### config.mk
export PLATFORM = sky130hd
export DESIGN_NAME = rxr_ring_writer
export DESIGN_NICKNAME = d
export VERILOG_FILES = /design/src/rtl/rxr_pkg.sv /design/src/rtl/rxr_desc_mem.sv /design/src/rtl/rxr_fill.sv /design/src/rtl/rxr_ring_writer.sv
export SDC_FILE = /design/constraint.sdc
export NUM_CORES = 2
export LEC_CHECK = 0
export BUFFER_PORTS_ARGS = -buffer_cell sky130_fd_sc_hd__buf_2
export CORE_ASPECT_RATIO = 0.5
export CORE_MARGIN = 10
export CORE_UTILIZATION = 44
export CTS_CLUSTER_SIZE = 16
export DETAILED_ROUTE_END_ITERATION = 12
export GPL_TIMING_DRIVEN = 0
export PLACE_DENSITY = 0.7
export SYNTH_ARGS = -nofsm -noshare
export SYNTH_HDL_FRONTEND = slang
export SYNTH_HIERARCHICAL = 1
export SYNTH_SLANG_ARGS = --single-unit
export TNS_END_PERCENT = 20
### constraint.sdc
create_clock -name clk -period 21.6 [get_ports clk]
set_clock_uncertainty 0.15 [all_clocks]
set_input_delay 4.32 -clock clk [delete_from_list [all_inputs] [get_ports clk]]
set_output_delay 4.32 -clock clk [all_outputs]
set_load 0.01 [all_outputs]
### src/rtl/rxr_pkg.sv
`timescale 1ns/1ps
package rxr_pkg;
   localparam int unsigned WORD_W  = 32;
   localparam int unsigned BADDR_W = 24;
   localparam int unsigned SIZE_W  = 16;
   localparam int unsigned LEN_W   = 12;
   localparam int unsigned OWN_BIT = 31;

   typedef enum logic [1:0] {
      FM_IDLE = 2'd0,
      FM_FILL = 2'd1,
      FM_DROP = 2'd2
   } fill_mode_e;

   typedef struct packed {
      logic fram;
      logic ovf;
      logic crc;
   } rx_err_t;

   // Status byte written back into bits 31:24 of word 0; ownership bit ends up clear.
   function automatic logic [7:0] make_status(rx_err_t e);
      logic [7:0] s;
      s = 8'h03;
      if (e.fram) s = s | 8'h20;
      if (e.ovf)  s = s | 8'h10;
      if (e.crc)  s = s | 8'h08;
      if (e.fram || e.ovf || e.crc) s = s | 8'h40;
      return s;
   endfunction
endpackage

### src/rtl/rxr_desc_mem.sv
`timescale 1ns/1ps
module rxr_desc_mem
   import rxr_pkg::*;
#(
   parameter int unsigned MAX_LOG     = 4,
   parameter bit          REG_HOST_RD = 1'b1
) (
   input  logic                     clk,
   input  logic                     rst_n,
   input  logic                     host_we,
   input  logic [MAX_LOG:0]         host_addr,
   input  logic [WORD_W-1:0]        host_wdata,
   output logic [WORD_W-1:0]        host_rdata,
   input  logic [MAX_LOG-1:0]       dev_rd_ent,
   output logic [WORD_W-1:0]        dev_rd_w0,
   output logic [WORD_W-1:0]        dev_rd_w1,
   input  logic                     dev_wb_en,
   input  logic [MAX_LOG-1:0]       dev_wb_ent,
   input  logic [7:0]               dev_wb_status,
   input  logic [LEN_W-1:0]         dev_wb_len
);
   localparam int unsigned ENTRIES = 1 << MAX_LOG;

   logic [WORD_W-1:0] w0_q [ENTRIES];
   logic [WORD_W-1:0] w1_q [ENTRIES];
   logic [MAX_LOG-1:0] host_ent;
   logic [WORD_W-1:0]  host_sel;

   assign host_ent = host_addr[MAX_LOG:1];

   // Device write-back is placed after the host write so its fields win on a collision.
   always_ff @(posedge clk) begin
      if (!rst_n) begin
         for (int i = 0; i < ENTRIES; i++) begin
            w0_q[i] <= '0;
            w1_q[i] <= '0;
         end
      end else begin
         if (host_we) begin
            if (host_addr[0]) w1_q[host_ent] <= host_wdata;
            else              w0_q[host_ent] <= host_wdata;
         end
         if (dev_wb_en) begin
            w0_q[dev_wb_ent][31:24] <= dev_wb_status;
            w1_q[dev_wb_ent][27:16] <= dev_wb_len;
         end
      end
   end

   assign dev_rd_w0 = w0_q[dev_rd_ent];
   assign dev_rd_w1 = w1_q[dev_rd_ent];
   assign host_sel  = host_addr[0] ? w1_q[host_ent] : w0_q[host_ent];

   generate
      if (REG_HOST_RD) begin : g_rd_reg
         always_ff @(posedge clk) begin
            if (!rst_n) host_rdata <= '0;
            else        host_rdata <= host_sel;
         end
      end else begin : g_rd_comb
         assign host_rdata = host_sel;
      end
   endgenerate
endmodule

### src/rtl/rxr_fill.sv
`timescale 1ns/1ps
module rxr_fill
   import rxr_pkg::*;
(
   input  logic               clk,
   input  logic               rst_n,
   input  logic               in_valid,
   input  logic [7:0]         in_data,
   input  logic               in_last,
   input  logic               in_crc_err,
   input  logic               in_frame_err,
   input  logic               claim_ok,
   input  logic [BADDR_W-1:0] desc_base,
   input  logic [SIZE_W-1:0]  desc_size,
   output logic               first_o,
   output logic               buf_we,
   output logic [BADDR_W-1:0] buf_addr,
   output logic [7:0]         buf_wdata,
   output logic               done_o,
   output logic               done_fill_o,
   output logic [LEN_W-1:0]   done_len,
   output rx_err_t            done_err
);
   fill_mode_e         mode_q;
   logic [BADDR_W-1:0] base_q;
   logic [SIZE_W-1:0]  size_q;
   logic [SIZE_W-1:0]  cnt_q;
   logic               ovf_q;

   logic               cur_fill;
   logic [BADDR_W-1:0] cur_base;
   logic [SIZE_W-1:0]  cur_size;
   logic [SIZE_W-1:0]  idx_b;
   logic [SIZE_W-1:0]  nxt_cnt;
   logic               in_buf;
   logic               ovf_now;
   logic [SIZE_W-1:0]  len_full;
   logic               unused_len_hi;

   assign first_o  = in_valid && (mode_q == FM_IDLE);
   assign cur_fill = first_o ? claim_ok : (mode_q == FM_FILL);
   assign cur_base = first_o ? desc_base : base_q;
   assign cur_size = first_o ? desc_size : size_q;
   assign idx_b    = first_o ? '0 : cnt_q;
   assign nxt_cnt  = idx_b + SIZE_W'(1);
   assign in_buf   = idx_b < cur_size;

   assign buf_we    = in_valid && cur_fill && in_buf;
   assign buf_addr  = cur_base + BADDR_W'(idx_b);
   assign buf_wdata = in_data;

   assign ovf_now  = (!first_o && ovf_q) || (in_valid && cur_fill && !in_buf);
   // Length saturates at the buffer size once a byte has fallen outside it.
   assign len_full = in_buf ? nxt_cnt : cur_size;

   assign done_o        = in_valid && in_last;
   assign done_fill_o   = cur_fill;
   assign done_len      = len_full[LEN_W-1:0];
   assign unused_len_hi = ^len_full[SIZE_W-1:LEN_W];
   assign done_err.fram = in_frame_err;
   assign done_err.ovf  = ovf_now;
   assign done_err.crc  = in_crc_err;

   always_ff @(posedge clk) begin
      if (!rst_n) begin
         mode_q <= FM_IDLE;
         base_q <= '0;
         size_q <= '0;
         cnt_q  <= '0;
         ovf_q  <= 1'b0;
      end else if (in_valid) begin
         if (in_last)       mode_q <= FM_IDLE;
         else if (cur_fill) mode_q <= FM_FILL;
         else               mode_q <= FM_DROP;
         base_q <= cur_base;
         size_q <= cur_size;
         cnt_q  <= (&idx_b) ? idx_b : nxt_cnt;
         ovf_q  <= ovf_now;
      end
   end
endmodule

### src/rtl/rxr_ring_writer.sv
`timescale 1ns/1ps
module rxr_ring_writer
   import rxr_pkg::*;
#(
   parameter int unsigned MAX_LOG     = 4,
   parameter bit          REG_HOST_RD = 1'b1
) (
   input  logic                clk,
   input  logic                rst_n,
   input  logic [2:0]          ring_len_code,
   input  logic                host_we,
   input  logic [MAX_LOG:0]    host_addr,
   input  logic [31:0]         host_wdata,
   output logic [31:0]         host_rdata,
   input  logic                in_valid,
   input  logic [7:0]          in_data,
   input  logic                in_last,
   input  logic                in_crc_err,
   input  logic                in_frame_err,
   output logic                buf_we,
   output logic [23:0]         buf_addr,
   output logic [7:0]          buf_wdata,
   output logic                rx_event,
   output logic                missed_frame
);
   generate
      if (MAX_LOG < 1 || MAX_LOG > 7) begin : g_bad_log
         $error("MAX_LOG must lie in 1..7");
      end
   endgenerate

   logic [MAX_LOG-1:0] idx_q;
   logic [MAX_LOG-1:0] ent_q;
   logic [MAX_LOG-1:0] ring_mask;
   logic [MAX_LOG-1:0] cur_ent;
   logic [MAX_LOG-1:0] wb_ent;
   logic [2:0]         log_eff;
   logic [WORD_W-1:0]  rd_w0;
   logic [WORD_W-1:0]  rd_w1;
   logic [SIZE_W-1:0]  desc_size;
   logic               unused_desc_bits;
   logic               first_b;
   logic               done_b;
   logic               done_fill;
   logic [LEN_W-1:0]   done_len;
   rx_err_t            done_err;
   logic               wb_en;
   logic               rx_event_q;
   logic               missed_q;

   assign log_eff = (ring_len_code > 3'(MAX_LOG)) ? 3'(MAX_LOG) : ring_len_code;

   always_comb begin
      for (int b = 0; b < MAX_LOG; b++) ring_mask[b] = (b < int'(log_eff));
   end

   assign cur_ent   = idx_q & ring_mask;
   assign desc_size = ~rd_w1[SIZE_W-1:0] + SIZE_W'(1);
   assign unused_desc_bits = ^{rd_w0[30:24], rd_w1[31:16]};
   assign wb_ent    = first_b ? cur_ent : ent_q;
   assign wb_en     = done_b && done_fill;

   rxr_desc_mem #(.MAX_LOG(MAX_LOG), .REG_HOST_RD(REG_HOST_RD)) u_mem (
      .clk          (clk),
      .rst_n        (rst_n),
      .host_we      (host_we),
      .host_addr    (host_addr),
      .host_wdata   (host_wdata),
      .host_rdata   (host_rdata),
      .dev_rd_ent   (cur_ent),
      .dev_rd_w0    (rd_w0),
      .dev_rd_w1    (rd_w1),
      .dev_wb_en    (wb_en),
      .dev_wb_ent   (wb_ent),
      .dev_wb_status(make_status(done_err)),
      .dev_wb_len   (done_len)
   );

   rxr_fill u_fill (
      .clk         (clk),
      .rst_n       (rst_n),
      .in_valid    (in_valid),
      .in_data     (in_data),
      .in_last     (in_last),
      .in_crc_err  (in_crc_err),
      .in_frame_err(in_frame_err),
      .claim_ok    (rd_w0[OWN_BIT]),
      .desc_base   (rd_w0[BADDR_W-1:0]),
      .desc_size   (desc_size),
      .first_o     (first_b),
      .buf_we      (buf_we),
      .buf_addr    (buf_addr),
      .buf_wdata   (buf_wdata),
      .done_o      (done_b),
      .done_fill_o (done_fill),
      .done_len    (done_len),
      .done_err    (done_err)
   );

   always_ff @(posedge clk) begin
      if (!rst_n) begin
         idx_q      <= '0;
         ent_q      <= '0;
         rx_event_q <= 1'b0;
         missed_q   <= 1'b0;
      end else begin
         if (first_b) ent_q <= cur_ent;
         if (wb_en)   idx_q <= (wb_ent + MAX_LOG'(1)) & ring_mask;
         rx_event_q <= wb_en;
         missed_q   <= done_b && !done_fill;
      end
   end

   assign rx_event     = rx_event_q;
   assign missed_frame = missed_q;
endmodule

### Yosys cells after proc, flatten, opt, wreduce, memory -nomap -nowiden

Memory sizes are Yosys's and may differ from the RTL's.
Cells that the tools add are included.

* equality and inequality tests: 1
* $add $sub $neg: 4
* magnitude comparators: 6
* muxes and demuxes: 39
* reductions and logical operators: 20
* bitwise logic cells: 3

Operators with widths (number)
* $mux W32: 5
* $reduce_or A32 Y1: 4
* $mux W16: 3
* $add A16 B1 Y16 const B: 2
* $add A24 B16 Y24: 1
* $mux W24: 1
* $mux W4: 6
* $lt A16 B16 Y1: 1
* $not A16 Y16: 1
* $reduce_and A16 Y1: 1
* $mux W1: 15
* $mux W12: 1
* $and A4 B4 Y4: 2
* $logic_and A1 B1 Y1: 8
* $mux W2: 4
* $mux W7: 1
* $lt A1 B3 Y1 const A: 2
* $lt A2 B3 Y1 const A: 2
* $mux W6: 1
* $mux W5: 1
* $add A4 B1 Y4 const B: 1
* $gt A3 B3 Y1 const B: 1
* $logic_not A1 Y1: 3
* $logic_or A1 B1 Y1: 3
* other kinds (3): 3

* word-level logic and storage cells: 85
* memories: 2
* memory bits (writable): 1024
* output and inout bits: 67
* register bits: 101
* input bits: 55

Memories
* u_mem.w0_q: depth 16, width 32, read ports 2, clocked after memory_dff 0, wr ports 16, line rxr_desc_mem.sv:24 `logic [WORD_W-1:0] w0_q [ENTRIES];`
* u_mem.w1_q: depth 16, width 32, read ports 2, clocked after memory_dff 0, wr ports 16, line rxr_desc_mem.sv:25 `logic [WORD_W-1:0] w1_q [ENTRIES];`

### Logic depth before layout (Yosys ltp)

An unclocked memory read counts as a cell.

* depth in word-level cells: 16
* gate-level depth with buffers: 26
* mapped depth without buffers: 19

### Cells and area by module

Netlist, hierarchy kept.

By module, submodules not included
* rxr_desc_mem: seq. area each 31390.1 µm², area an instance 56299.0 µm², cells an instance 3599, times used 1
* rxr_fill: seq. area each 1181.1 µm², area an instance 4469.3 µm², cells an instance 584, times used 1
* rxr_ring_writer: seq. area each 200.2 µm², area an instance 797.0 µm², cells an instance 97, times used 1

### Worst setup path after synthesis

Ideal clock, no wire load.

* path kind: input to output
* from: input port ring_len_code[1]
* to: output port buf_we
* stages: 20
* arrival time: 8519 ps
* slack: 8611 ps
* data required time: 17130 ps
* buffers on the path: 4
* cell sequence: nor3_1 nor2b_1 buf_2 buf_6 buf_6 mux4_2 mux4_2 or4_1 nor3_2 nor3b_2 xnor2_1 mux2i_1 ha_1 a21oi_1 nand2_1 a211oi_1 o211a_1 o31a_1 buf_4 and3_1

* word-level cells in the longest chain between the ends: 10
* elaborated cells between the ends (all ways): 16
* those cells by class: add/sub (1); order compare (6); mux (3); bitwise (2); reduce/logical (2); memory (2)

RTL lines
* from (decl): line rxr_ring_writer.sv:10 `input logic [2:0] ring_len_code,`
* $gt A3 B3 Y1: line rxr_ring_writer.sv:51 `assign log_eff = (ring_len_code > 3'(MAX_LOG)) ? 3'(MAX_LOG) : ring_len_code;`
* $mux W3 *: line rxr_ring_writer.sv:51
* $lt A1 B3 Y1 *: line rxr_ring_writer.sv:54 `for (int b = 0; b < MAX_LOG; b++) ring_mask[b] = (b < int'(log_eff));`
* $and A4 B4 Y4 *: line rxr_ring_writer.sv:57 `assign cur_ent = idx_q & ring_mask;`
* net cur_ent[0]: line rxr_ring_writer.sv:35 `logic [MAX_LOG-1:0] cur_ent;`
* $mem_v2 Z16 W32 *
* net rd_w1[9]: line rxr_ring_writer.sv:39 `logic [WORD_W-1:0] rd_w1;`
* $not A16 Y16 *: line rxr_ring_writer.sv:58 `assign desc_size = ~rd_w1[SIZE_W-1:0] + SIZE_W'(1);`
* $add A16 B1 Y16 *: line rxr_ring_writer.sv:58
* net desc_size[14]: line rxr_ring_writer.sv:40 `logic [SIZE_W-1:0] desc_size;`
* $mux W16 *: line rxr_fill.sv:43 `assign cur_size = first_o ? desc_size : size_q;`
* $lt A16 B16 Y1 *: line rxr_fill.sv:46 `assign in_buf = idx_b < cur_size;`
* $logic_and A1 B1 Y1 *: line rxr_fill.sv:48 `assign buf_we = in_valid && cur_fill && in_buf;`
* to (decl): line rxr_ring_writer.sv:20 `output logic buf_we,`

Mark *: on every way through the listed nets, which the timed path passes. The rest lies on a longest branch.

### Worst setup path after layout

* from: input port ring_len_code[2]
* to: output port buf_we

Same word-level chain as after synthesis.

==> metrics <==
status=finished, violations left; failing checks=max-capacitance violations, max-slew violations; CP peak stage delay=0.96 ns; hpwl dp=164 mm; clock network power share=39.3%; post-CTS sizing=0; cts-stage hold buffer count=0; RD Place Congestion=1.03; largest net degree at the start of global routing=25; clk sink count=1,125; met3 global-route usage=12.9%; Worst Tran Pin Value=1.69 ns; row cnt=94; met2 usage=40.2%; max cap viols=5; Max VDD drop=0.0627 mV; drt pass-1 iters=7; # setup viols final=0; highest clock rate=67.2 MHz; P&R area growth vs syn=11.1%; Pwr Total=5.10 mW; routed length per instance=35.3 um; Setup crit end kind=primary output; RSZ-0062 raised after global routing=false; Logic pwr share=10.9%; CTS tree=done; Via density=6.77; Initial Utilization=44.6%; CP cell instances=buf_2 > o21a_1 > clkbuf_1 > clkbuf_1 > mux4_2 > mux4_2 > or4_1 > nor3_2 > nor3b_2 > xnor2_1 > mux2i_1 > ha_1 > a21oi_1 > nand2_1 > a211oi_1 > o211a_1 > o31a_1 > buf_4 > and3_1 > buf_2; Cell Area, Placed=61,800 um2; Max Transition Viols Final=13; vias in the first global route=40,800; Switching Fraction=25.3%; Die Width=538 um; WP data required=17.13 ns; leakage power total=22.6 nW; initial antenna violation count=23; final std cells w/o fill=6,255; min cycle time layout=14.89 ns; Syn. warnings=6; clock tree buffer depth=3; layout cells sized above 1=19.7%; Netlist Area Pre-Place=58,900 um2; final hold vios=0; nets@finish=4,465; Inst Count DP=6,050; CP arrival=10.42 ns; Synth Instances=4,159; Mean Syn Cell Area=14.2 um2; total CTS buffers=107; H-tree levels=3; first-pass GRT wire length=303 mm; Buffers on Ports=109; remaining antenna violation count after routing=0; Post-CTS Setup Bufs=0; hold_ws=0.321 ns; Crit Path Max Fanout=10; drt drc=0; HP Class=reg2reg; CP Class=in2out; num ports=122; startpoint types=input pin; Slew headroom=-13.0%; crit share post-route=68.9%; setup_tns=0 ns; Worst path slowest cell=clkbuf_1; via count=42,400; Post-Route WL=221 mm; Seq pwr share=49.8%; Worst-Skew Late Latency=0.75 ns; Starting DRT DRC Count=7,651; placeable core region=132,000 um2; Worst-path clk slew=0.07 ns; Cell Pwr Density=77.9 nW/um2; switching power total=1.29 mW; GRT Total Usage=28.4%; fin area=65,500 um2; Most Crowded Layer GR=met2; Pint=3.81 mW; Die Outline Area=150,000 um2; Clock Root Buffer=clkbuf_16; die height=279 um; total global routing overflow=0; GR Util met1=36.9%
## area by class of cell
| cell class | count | area, um2 |
|---|---|---|
| clock inverters | 62 | 766 |
| diodes | 6 | 15.0 |
| repair buffers | 114 | 643 |
| inverters | 21 | 81.3 |
| fillers | 11200 | 66700 |
| flip-flops and latches | 1125 | 32800 |
| multi-input cells | 2529 | 23800 |
| clock buffers | 136 | 2870 |
| well taps | 1776 | 2220 |
| plain buffers | 486 | 2350 |
## per-layer routing
layer  wire, um  vias up
met5        135        -
met2      91500     3637
met4      13100       22
met1      78100    21500
met3      38200      686
li1           -    16600
## registers in the layout, indices dropped and copies added (netlist names), 2 cells and up
name,cells
u_mem/w0_q,512
u_mem/w1_q,512
u_mem/host_rdata,32
u_fill/base_q,24
u_fill/cnt_q,16
u_fill/size_q,16
ent_q,4
idx_q,4
u_fill/mode_q,2
## power groups by stage
| stage | sequential (mW) | clock, mW | combinational (mW) |
|---|---|---|---|
| floorplan | 2.57 | 0 | 0.309 |
| global placement | 2.57 | 0 | 0.521 |
| detailed placement | 2.58 | 0 | 0.531 |
| CTS | 2.54 | 2.01 | 0.532 |
| global route | 2.55 | 2.10 | 0.564 |
| finish | 2.54 | 2.01 | 0.555 |
## worst paths after layout
path / from / to / slack [ns] / cells past startpoint
max: ring_len_code[2] / buf_we / 6.71 / 20
max reg2reg: idx_q[1] / u_mem/w1_q[15][20] / 12.66 / 22
min: idx_q[1] / idx_q[1] / 0.32 / 2
min reg2reg: idx_q[1] / idx_q[1] / 0.32 / 2
## metrics by stage
stage	setup slack, ns	utilization (%)
global placement	6.93	46.7
global route	6.51	49.5
floorplan	8.63	-
CTS	6.82	49.5
detailed placement	6.84	46.8
finish	6.71	49.5
## critical path, delay by kind of cell
family	cells	cell delay [ns]
buf+inv	5	2.09
compound gates	5	1.06
fa+ha+maj	1	0.37
xor+xnor	1	0.16
simple gates	5	1.26
mux	3	1.16
## placed cells by master, fill, tap and decap left out, drive strengths merged, types with 18 or more instances in the layout
cell and instances:
a211oi 66, a21boi 19, a21oi 38, a221oi 18
a22o 351, a22oi 35, and2 744, buf 292
clkbuf 444, clkinv 41, dfxtp 101, edfxtp 1024
ha 26, inv 22, mux2 37, mux2i 129
mux4 397, nand2 162, nand3 44, nor2 117
nor2b 36, o21ai 41, o221ai 33, o22ai 20
or3 33, xnor2 31
No activity file was read; power rests on OpenSTA's default activity.
